`src/rtl/i2c_loc_bridge.sv`:
```
module i2c_loc_bridge #(
  parameter int AW = 16,
  parameter int NUM_LOC = 5,
  parameter int LOC_SHIFT = 12,
  parameter logic [7:0] A_LOC = 8'h00,
  parameter logic [7:0] A_ACC = 8'h04,
  parameter logic [7:0] A_IEN = 8'h08,
  parameter logic [7:0] A_ICAP = 8'h14,
  parameter logic [7:0] A_STS = 8'h18,
  parameter logic [7:0] A_FIFO = 8'h24,
  parameter logic [7:0] A_IFCAP = 8'h30,
  parameter logic [7:0] A_DEV = 8'h38,
  parameter logic [7:0] A_CSEN = 8'h40,
  parameter logic [7:0] A_CSGET = 8'h44,
  parameter logic [7:0] A_ID = 8'h48,
  parameter logic [7:0] A_REV = 8'h4C,
  parameter logic [AW-1:0] B_ACC = 'h000,
  parameter logic [AW-1:0] B_IEN = 'h008,
  parameter logic [AW-1:0] B_STS = 'h018,
  parameter logic [AW-1:0] B_FIFO = 'h024,
  parameter logic [AW-1:0] B_IFCAP = 'h014,
  parameter logic [AW-1:0] B_ID = 'hF00,
  parameter logic [AW-1:0] B_REV = 'hF04,
  parameter logic [31:0] IEN_MASK = 32'h8000_0007,
  parameter logic [31:0] STS_WMASK = 32'h0340_C26E,
  parameter logic [31:0] STS_RMASK = 32'h03FF_FFFF,
  parameter logic [31:0] CAP_FIXED = 32'h0000_6A12,
  parameter int CAP_SRC = 8,
  parameter int CAP_DST = 29
) (
  input  logic          clk,
  input  logic          rst_n,
  input  logic          ev_valid,
  input  logic [2:0]    ev_kind,
  input  logic [7:0]    ev_byte,
  output logic          ev_ready,
  output logic          ev_ack,
  output logic [7:0]    ev_rbyte,
  output logic          bus_valid,
  output logic          bus_write,
  output logic [AW-1:0] bus_addr,
  output logic [2:0]    bus_size,
  output logic [31:0]   bus_wdata,
  input  logic          bus_ready,
  input  logic [31:0]   bus_rdata,
  input  logic [31:0]   csum_value
);
  localparam int LW = (NUM_LOC > 1) ? $clog2(NUM_LOC) : 1;
  localparam logic [2:0] EV_WSTART = 3'd0, EV_STOP = 3'd2, EV_WBYTE = 3'd3, EV_RBYTE = 3'd4;
  localparam logic [3:0] K_NONE = 4'd0, K_LOC = 4'd1, K_CSEN = 4'd2, K_CSGET = 4'd3, K_ICAP = 4'd4,
                         K_DEV = 4'd5, K_FIFO = 4'd6, K_STS = 4'd7, K_IEN = 4'd8, K_IFCAP = 4'd9,
                         K_PLAIN = 4'd10;
  localparam logic [1:0] OP_IDLE = 2'd0, OP_SEND = 2'd1, OP_RECV = 2'd2;

  function automatic logic [3:0] kind_of(input logic [7:0] a);
    logic [7:0] d;
    d = a - A_STS;
    if (d < 8'd4) return K_STS;
    case (a)
      A_LOC:   return K_LOC;
      A_CSEN:  return K_CSEN;
      A_CSGET: return K_CSGET;
      A_ICAP:  return K_ICAP;
      A_DEV:   return K_DEV;
      A_FIFO:  return K_FIFO;
      A_IEN:   return K_IEN;
      A_IFCAP: return K_IFCAP;
      A_ACC, A_ID, A_REV: return K_PLAIN;
      default: return K_NONE;
    endcase
  endfunction

  function automatic logic [AW-1:0] base_of(input logic [7:0] a);
    case (a)
      A_ACC:   return B_ACC;
      A_IEN:   return B_IEN;
      A_FIFO:  return B_FIFO;
      A_IFCAP: return B_IFCAP;
      A_ID:    return B_ID;
      A_REV:   return B_REV;
      default: return B_STS;
    endcase
  endfunction

  logic          busy;
  logic [1:0]    op;
  logic [2:0]    off;
  logic [7:0]    areg;
  logic [31:0]   word;
  logic [LW-1:0] loc_sel;
  logic          csen;

  logic [3:0]    cur_k, in_k;
  logic [7:0]    sdiff;
  logic [1:0]    sts_o, widx;
  logic [AW-1:0] cur_addr;
  logic          first_rd, cur_busreg, need_fifo_wr, need_commit, need_rd, need_bus, fire;
  logic [31:0]   cm_data, fw;
  logic [7:0]    bufb;

  assign cur_k      = kind_of(areg);
  assign in_k       = kind_of(ev_byte);
  assign sdiff      = areg - A_STS;
  assign sts_o      = sdiff[1:0];
  assign widx       = off[1:0] - 2'd1;
  assign cur_addr   = base_of(areg) + (AW'(loc_sel) << LOC_SHIFT);
  assign first_rd   = (op == OP_SEND) && (off < 3'd2);
  assign cur_busreg = (cur_k == K_STS) || (cur_k == K_IEN) || (cur_k == K_IFCAP) || (cur_k == K_PLAIN);

  assign need_fifo_wr = (ev_kind == EV_WBYTE) && (off != 3'd0) && (off < 3'd5) && (cur_k == K_FIFO);
  assign need_commit  = (ev_kind == EV_STOP) && (op == OP_SEND) && (off > 3'd1) && cur_busreg;
  assign need_rd      = (ev_kind == EV_RBYTE) &&
                        (((op == OP_RECV) && (cur_k == K_FIFO)) ||
                         (first_rd && ((cur_k == K_FIFO) || cur_busreg)));
  assign need_bus     = need_fifo_wr || need_commit || need_rd;
  assign ev_ready     = busy ? bus_ready : !need_bus;
  assign fire         = ev_valid && ev_ready;
  assign bus_valid    = busy;

  assign cm_data = (cur_k == K_IEN) ? (word & IEN_MASK) :
                   (cur_k == K_STS) ? (word & (STS_WMASK >> {sts_o, 3'b000})) : word;

  always_comb begin
    case (cur_k)
      K_LOC:   fw = 32'(loc_sel);
      K_CSEN:  fw = {31'b0, csen};
      K_ICAP:  fw = IEN_MASK;
      K_CSGET: fw = csum_value;
      K_FIFO:  fw = {24'b0, bus_rdata[7:0]};
      K_IFCAP: fw = CAP_FIXED | (32'(bus_rdata[CAP_SRC]) << CAP_DST);
      K_STS:   fw = (bus_rdata & STS_RMASK) >> {sts_o, 3'b000};
      default: fw = bus_rdata;
    endcase
  end

  assign bufb = (off == 3'd0) ? areg : (off < 3'd5) ? word[8*widx +: 8] : 8'h00;

  always_comb begin
    ev_ack   = 1'b1;
    ev_rbyte = 8'h00;
    if (ev_kind == EV_WBYTE)
      ev_ack = (off == 3'd0) ? ((in_k != K_NONE) && (in_k != K_DEV)) : (off < 3'd5);
    if (ev_kind == EV_RBYTE) begin
      if (op == OP_RECV) ev_rbyte = (cur_k == K_FIFO) ? bus_rdata[7:0] : bufb;
      else if (first_rd) ev_rbyte = fw[7:0];
    end
  end

  always_ff @(posedge clk or negedge rst_n) begin
    if (!rst_n) begin
      busy <= 1'b0; bus_write <= 1'b0; bus_addr <= '0; bus_size <= 3'd0; bus_wdata <= 32'b0;
      op <= OP_IDLE; off <= 3'd0; areg <= 8'h00; word <= 32'b0; loc_sel <= '0; csen <= 1'b0;
    end else begin
      if (busy) begin
        if (bus_ready) busy <= 1'b0;
      end else if (ev_valid && need_bus) begin
        busy      <= 1'b1;
        bus_write <= need_fifo_wr || need_commit;
        bus_addr  <= need_commit ? cur_addr + ((cur_k == K_STS) ? AW'(sts_o) : '0) : cur_addr;
        bus_size  <= need_commit ? (((cur_k == K_STS) && (sts_o != 2'd0)) ? 3'd1 : 3'd4) :
                     (need_fifo_wr || (cur_k == K_FIFO)) ? 3'd1 : 3'd4;
        bus_wdata <= need_fifo_wr ? {24'b0, ev_byte} : need_commit ? cm_data : 32'b0;
      end
      if (fire) begin
        case (ev_kind)
          EV_WSTART: begin
            op <= OP_IDLE; off <= 3'd0; areg <= 8'h00; word <= 32'b0;
          end
          EV_STOP: begin
            if ((op == OP_SEND) && (off > 3'd1)) begin
              if ((cur_k == K_LOC) && (word[7:0] < 8'(NUM_LOC))) loc_sel <= word[LW-1:0];
              if (cur_k == K_CSEN) csen <= word[0];
            end
            op <= OP_IDLE; off <= 3'd0; areg <= 8'h00; word <= 32'b0;
          end
          EV_WBYTE: begin
            if (off == 3'd0) begin
              if (ev_ack) begin
                areg <= ev_byte; off <= 3'd1; op <= OP_SEND;
              end
            end else if (off < 3'd5) begin
              op <= OP_SEND;
              if (cur_k != K_FIFO) begin
                word[8*widx +: 8] <= ev_byte;
                off <= off + 3'd1;
              end
            end
          end
          EV_RBYTE: begin
            if (op == OP_RECV) begin
              if ((cur_k != K_FIFO) && (off < 3'd5)) off <= off + 3'd1;
            end else if (first_rd) begin
              op <= OP_RECV; word <= fw; off <= 3'd2;
            end else begin
              op <= OP_RECV;
            end
          end
          default: ;
        endcase
      end
    end
  end
endmodule

```
`config.mk`:
```
export PLATFORM = sky130hd
export DESIGN_NAME = i2c_loc_bridge
export DESIGN_NICKNAME = d
export VERILOG_FILES = /design/src/rtl/i2c_loc_bridge.sv
export SDC_FILE = /design/constraint.sdc
export NUM_CORES = 1
export LEC_CHECK = 0
export BUFFER_PORTS_ARGS = -buffer_cell sky130_fd_sc_hd__buf_4
export CORE_ASPECT_RATIO = 1.2
export CORE_MARGIN = 2
export CORE_UTILIZATION = 40
export DETAILED_ROUTE_END_ITERATION = 7
export PLACE_DENSITY = 0.7
export RECOVER_POWER = 50
export SYNTH_ARGS = -nofsm -noshare
export SYNTH_HDL_FRONTEND = slang
export SYNTH_SLANG_ARGS = --single-unit
```
`constraint.sdc`:
```
create_clock -name clk -period 3.3 [get_ports clk]
set_input_delay 0.165 -clock clk [delete_from_list [all_inputs] [get_ports clk]]
set_output_delay 0.165 -clock clk [all_outputs]
set_load 0.05 [all_outputs]
```
* Word-level counts from Yosys, hierarchy flattened *
Index checks and enable logic that the tools add are counted.

storage, ports and cells
  register bits = 102
  input port bits = 79
  output and inout port bits = 63
  word-level logic and storage cells = 178

cells by class
  $add $sub $neg = 7
  magnitude comparators = 6
  equality and inequality tests = 48
  shift-type cells = 5
  muxes and demuxes = 54
  bitwise gates (word level) = 2
  reductions and logical operators = 45

operator list
  kind                     count
  $mux 32                  9
  $pmux 32 s7              1
  $pmux 32 s3              1
  $pmux 12 s6              1
  $pmux 4 s9               2
  $eq 8x7->1 const B       8
  $mux 8                   8
  $eq 8x6->1 const B       6
  $neg 5->34               1
  $shift 8x34->32 const A  1
  $shiftx 8x34->32         1
  $and 32x32->32           1
  $bwmux 32                1
  $shiftx 32x6->8          1
  $shr 26x5->32            1
  $shr 26x5->32 const A    1
  $mux 3                   10
  $lt 8x3->1 const B       3
  $logic_and 1x1->1        17
  $add 16x15->16           1
  $add 16x2->16            1
  $eq 8x3->1 const B       2
  $eq 8x4->1 const B       2
  $eq 8x5->1 const B       2
  41 further kinds         85

* Longest topological paths before layout *
  word-level depth = 17
  mapped depth = 13
  gate-level depth less buffers = 9

* Least setup slack after synthesis *
No wires, ideal clock.

  path type = flip-flop to output port
  from = reg off[0]
  to = out ev_rbyte[0]
  data arrival time = 3.132 ns
  data required time = 3.135 ns
  slack = 0.003 ns
  stages on the path, launching flop included = 11
  path buffers = 4
  cell sequence = dfrtp_1 -> buf_4 -> clkbuf_1 -> inv_1 -> ha_1 -> clkbuf_1 -> buf_1 -> mux4_2 -> a221oi_1 -> o32a_1 -> nor2_1

on the way
  cells in the longest elaborated chain, start to end = 7
  elaborated cells between the ends (all ways) = 12
  those cells by class = add/sub: 1; order compare: 2; shift: 1; mux: 6; reduce/logical: 2

ends and longest elaborated chain
  what                    line  text
  start, declared         87    logic [2:0] off;
  start signal, assigned  185   off <= off + 3'd1;
  start signal, assigned  191   if ((cur_k != K_FIFO) && (off < 3'd5)) off <= off + 3'd1;
  $sub 2x1->2             105   assign widx = off[1:0] - 2'd1;
  $shiftx 32x6->8         136   assign bufb = (off == 3'd0) ? areg : (off < 3'd5) ? word[8*widx +: 8] : 8'h00;
  $mux 8 (2 in a row)     136
  $mux 8                  144   if (op == OP_RECV) ev_rbyte = (cur_k == K_FIFO) ? bus_rdata[7:0] : bufb;
  $mux 8 (*)              144
  $mux 8 (*)              143   if (ev_kind == EV_RBYTE) begin
  end, declared           38    output logic [7:0] ev_rbyte,

Every way passes the cells marked *; elsewhere a longest branch is shown, timed or not.

* Final worst setup path *
  from = reg areg[6]
  to = out ev_rbyte[0]

on the way
  cells in the longest elaborated chain, start to end = 9
  elaborated cells between the ends (all ways) = 29
  those cells by class = add/sub: 1; order compare: 1; eq/ne: 17; mux: 8; reduce/logical: 2

ends and longest elaborated chain
  what                                           line    text
  start, declared                                88      logic [7:0] areg;
  start signal, assigned                         152     op <= OP_IDLE; off <= 3'd0; areg <= 8'h00; word <= 32'b0; loc_sel <= '0; csen <= 1'b0;
  start signal, assigned                         167     op <= OP_IDLE; off <= 3'd0; areg <= 8'h00; word <= 32'b0;
  start signal, assigned                         174     op <= OP_IDLE; off <= 3'd0; areg <= 8'h00; word <= 32'b0;
  $sub 8x5->8, or another cell as far along      n/a
  $lt 8x3->1 or $reduce_or 3->1 (tied branches)  58, 59
  $mux 1 or $pmux 4 s9 (tied branches)           58, 59
  $mux 4 (*)                                     59      case (a)
  $eq 4x3->1, or another cell as far along       124     case (cur_k)
  $pmux 32 s7                                    124
  $mux 8                                         145     else if (first_rd) ev_rbyte = fw[7:0];
  $mux 8 (*)                                     144
  $mux 8 (*)                                     143

Marked as above.

==> impl_metrics.toml <==
[detailed_routing]
top_layer_used = "met4"
wl_um = 24000
ant_nets = 0
wl_met2_um = 11000
firstDrtPassIters = 8
wl_met3_um = 2420
via_per_inst = 6.41
met1_length_um = 9230
post_drt_wl_per_cell_um = 24.0
drtIter0Drc = 869
drc_errors = 0
num_vias = 6426

[worst_setup_path]
worstSetupEndpointType = "output pin"
cpPeakStageDelay_ns = 0.60
worstPathArrival_ns = 3.09
slowest_stage = "dfrtp_1"
startpoint_type = "flip-flop"
crit_top_cell = "nor3b_1"
path_max_fanout = 12
path_cells = "nor3b_1 > nand2_1 > nor3b_1 > a22oi_1 > and3_1 > o32a_1 > nor2_1 > buf_4"
cp.required_ns = 3.13
path_class = "flip-flop to output pin"

[clock_tree]
cts_buffer_depth = 2
root_buffer = "clkbuf_16"
cts.sink_count = 95
clkTransAtPathRegs_ns = 0.08
numCtsBuffers = 9
cts.repair.resized = 0
clock_latency_ns = 0.36
cts.htree.levels = 3
cts_tree = "yes"
ctsHoldBuffers = 0

[flow_run]
drv_cap = 1

[timing]
rsz0062_at_grt = "false"
skew_ns = 0.0105
fin_setup_tns_ns = 0
max_freq_mhz = 308
tightest_slew_ns = 2.09
drv_slew = 81
setup_viol = 0
final_hold_viol_count = 0
slew_headroom_pct = -39.5
finalCritPeriodShare_pct = 98.5
fin_crit_ns = 3.25

[final_layout]
areaGrowthSynthToFinish_pct = 23.9
n_antenna_cell = 0
fin_area_mm2 = 0.00781
layout-drive-gt1-share_pct = 27.8
fin_nets = 876
stdcell_count = 1002

[grt]
grt_pass1_vias = 6145
grt_pass1_wl_um = 36400
gr-total-overflow = 0
grtUsageTotal_pct = 28.5
grt_antenna_before_repair = 0
grt_max_degree = 81

[power]
cellLeakagePower_nw = 3.32
ir_drop_mv = 0.235
power.density_mw_per_mm2 = 438

[floorplanning]
die_h_um = 141
rows = 50
die_area_mm2 = 0.0168
core-area_mm2 = 0.0155
die_w_um = 119
initial_core_util_pct = 40.6
io_pins = 142

[place]
portBuffers = 137
dp.cells = 985
hpwl_um = 18200
place_area_mm2 = 0.00761
place_congestion = 0.957

[logic_synthesis]
syn_area_mm2 = 0.00630
syn-mean-instance-area_um2 = 9.57
ys_ff_latch = 95
yosysWarnings = 0
yosys.area.top_type = "dfrtp_1"
synth_area_leaders = "dfrtp_1 38%, mux2_2 4.1%, o21ai_0 3.9%, nand2_1 3.3%, a221oi_1 3.2%"
synth_top_area_share_pct = 37.7
ys_types = 85
synth-seq-area-share_pct = 37.7
synth_edf_count = 0
async_flop_share_pct = 100
ys.flop_type = "dfrtp_1"
synth_cells = 658

[run_status]
violations = "capacitance limit, slew limit"
status = "finished, violations left"

[hold_path]
min_path_type = "input pin to flip-flop"
==> stage by stage <==
step | hold slack [ns] | utilization [%] | power (mW) | setup slack (ns)
2_1_floorplan | -0.131 | - | 1.93 | 0.00288
3_5_place_dp | 0.395 | 49.0 | 2.32 | 0.307
5_1_grt | 0.0443 | 50.3 | 3.54 | 0.00471
3_3_place_gp | 0.386 | 49.0 | 2.31 | 0.363
6_report | 0.0216 | 50.3 | 3.42 | 0.0487
4_1_cts | 0.0243 | 51.0 | 3.41 | 0.0991
==> worst paths after layout <==
check                                           from                         to  slack (ns)  cells after the start
max                              areg[6]$_DFFE_PN0P_                ev_rbyte[0]        0.05                      8
min                                        bus_ready        bus_valid$_DFF_PN0_        0.02                      2
max reg2reg                      areg[3]$_DFFE_PN0P_         off[2]$_DFFE_PN0P_        0.32                      7
min reg2reg                bus_wdata[31]$_DFFE_PN0P_  bus_wdata[31]$_DFFE_PN0P_        0.49                      2
max in group asynchronous                      rst_n      bus_write$_DFFE_PN0P_        1.32                      2
min in group asynchronous                      rst_n   bus_wdata[9]$_DFFE_PN0P_        0.41                      1
==> repair_timing <==
action,4_1_cts,5_1_grt
buffers inserted,0,1
endpoints found under the hold margin,0,0
setup endpoints to repair,0,1
==> cells in the mapped netlist (all sizes together), types with 9 or more instances <==
master and n:
a21oi 29, a221oi 23, a222oi 17, a22o 18, a22oi 9, a32o 11, buf 31, clkbuf 30
dfrtp 95, inv 19, mux2 24, mux2i 18, nand2 57, nand3 13, nor2 51, nor2b 11
nor3 11, o21ai 56, o2bb2ai 17
==> flip-flops by register name (all words and copies together) (netlist names) <==
register	flops
word	32
csen	1
bus_write	1
loc_sel	3
bus_wdata	32
bus_addr	10
off	3
bus_valid	1
areg	8
bus_size	2
op	2
==> cells in the final DEF, fill, tap and decap left out, drive strengths merged, types with 3 or more instances in the layout <==
master and instances:
buf 147, dfrtp 95, nand2 57, o21ai 56, nor2 51, clkbuf 41
a21oi 29, mux2 24, a221oi 23, inv 20, mux2i 18, a22o 18
a222oi 17, o2bb2ai 17, nand3 13, nor2b 11, a32o 11, nor3 11
a22oi 9, mux4 8, ha 8, o21a 7, o31ai 7, nand2b 6
nor3b 6, nor4 6, xnor2 5, o32a 5, o22a 4, o22ai 4
conb 4, o21bai 4, nor4b 4, nand4 3, o211ai 3, clkinv 3
==> report_power, final <==
part / switching (mW) / leakage, nW / total [mW] / internal (mW)
clock: 0.495 / 0.149 / 1.11 / 0.613
combinational: 0.594 / 1.88 / 0.965 / 0.371
sequential: 0.108 / 1.30 / 1.34 / 1.24
==> routing by layer <==
layer,up-vias,global-route usage [%]
li1,2779,-
met1,3102,36.4
met2,440,45.0
met3,105,6.95
met4,0,14.5
met5,-,0
==> critical path, delay by kind of cell (launching register included) <==
family	cells	cell delay, ns
simple gates	5	1.58
flops	1	0.60
compound gates	2	0.30
buf+inv	1	0.24
==> kinds of logic (layout without fill, tap and decap cells) <==
group / count (synthesis) / after routing / share of synthesized area [%]
muxes: 50 / 50 / 10.0
adders and majority gates: 8 / 8 / 1.59
DFF: 95 / 95 / 37.7
xor gates and xnor gates: 6 / 6 / 0.953
and+or+nand+nor: 182 / 182 / 15.0
AOI/OAI and AO/OA: 236 / 236 / 28.6
other: 1 / 4 / 0.0595
buffers and inverters: 80 / 213 / 6.02
==> final cells by class <==
type / instances / area, um^2
clock buffers: 10 / 239
well taps: 208 / 260
flip-flops and latches: 95 / 2380
inverters: 19 / 71.3
multi-input cells: 486 / 3570
fillers: 1540 / 7710
clock inverters: 6 / 68.8
repair buffers: 178 / 1220
Power figures use the tool's default switching activity.
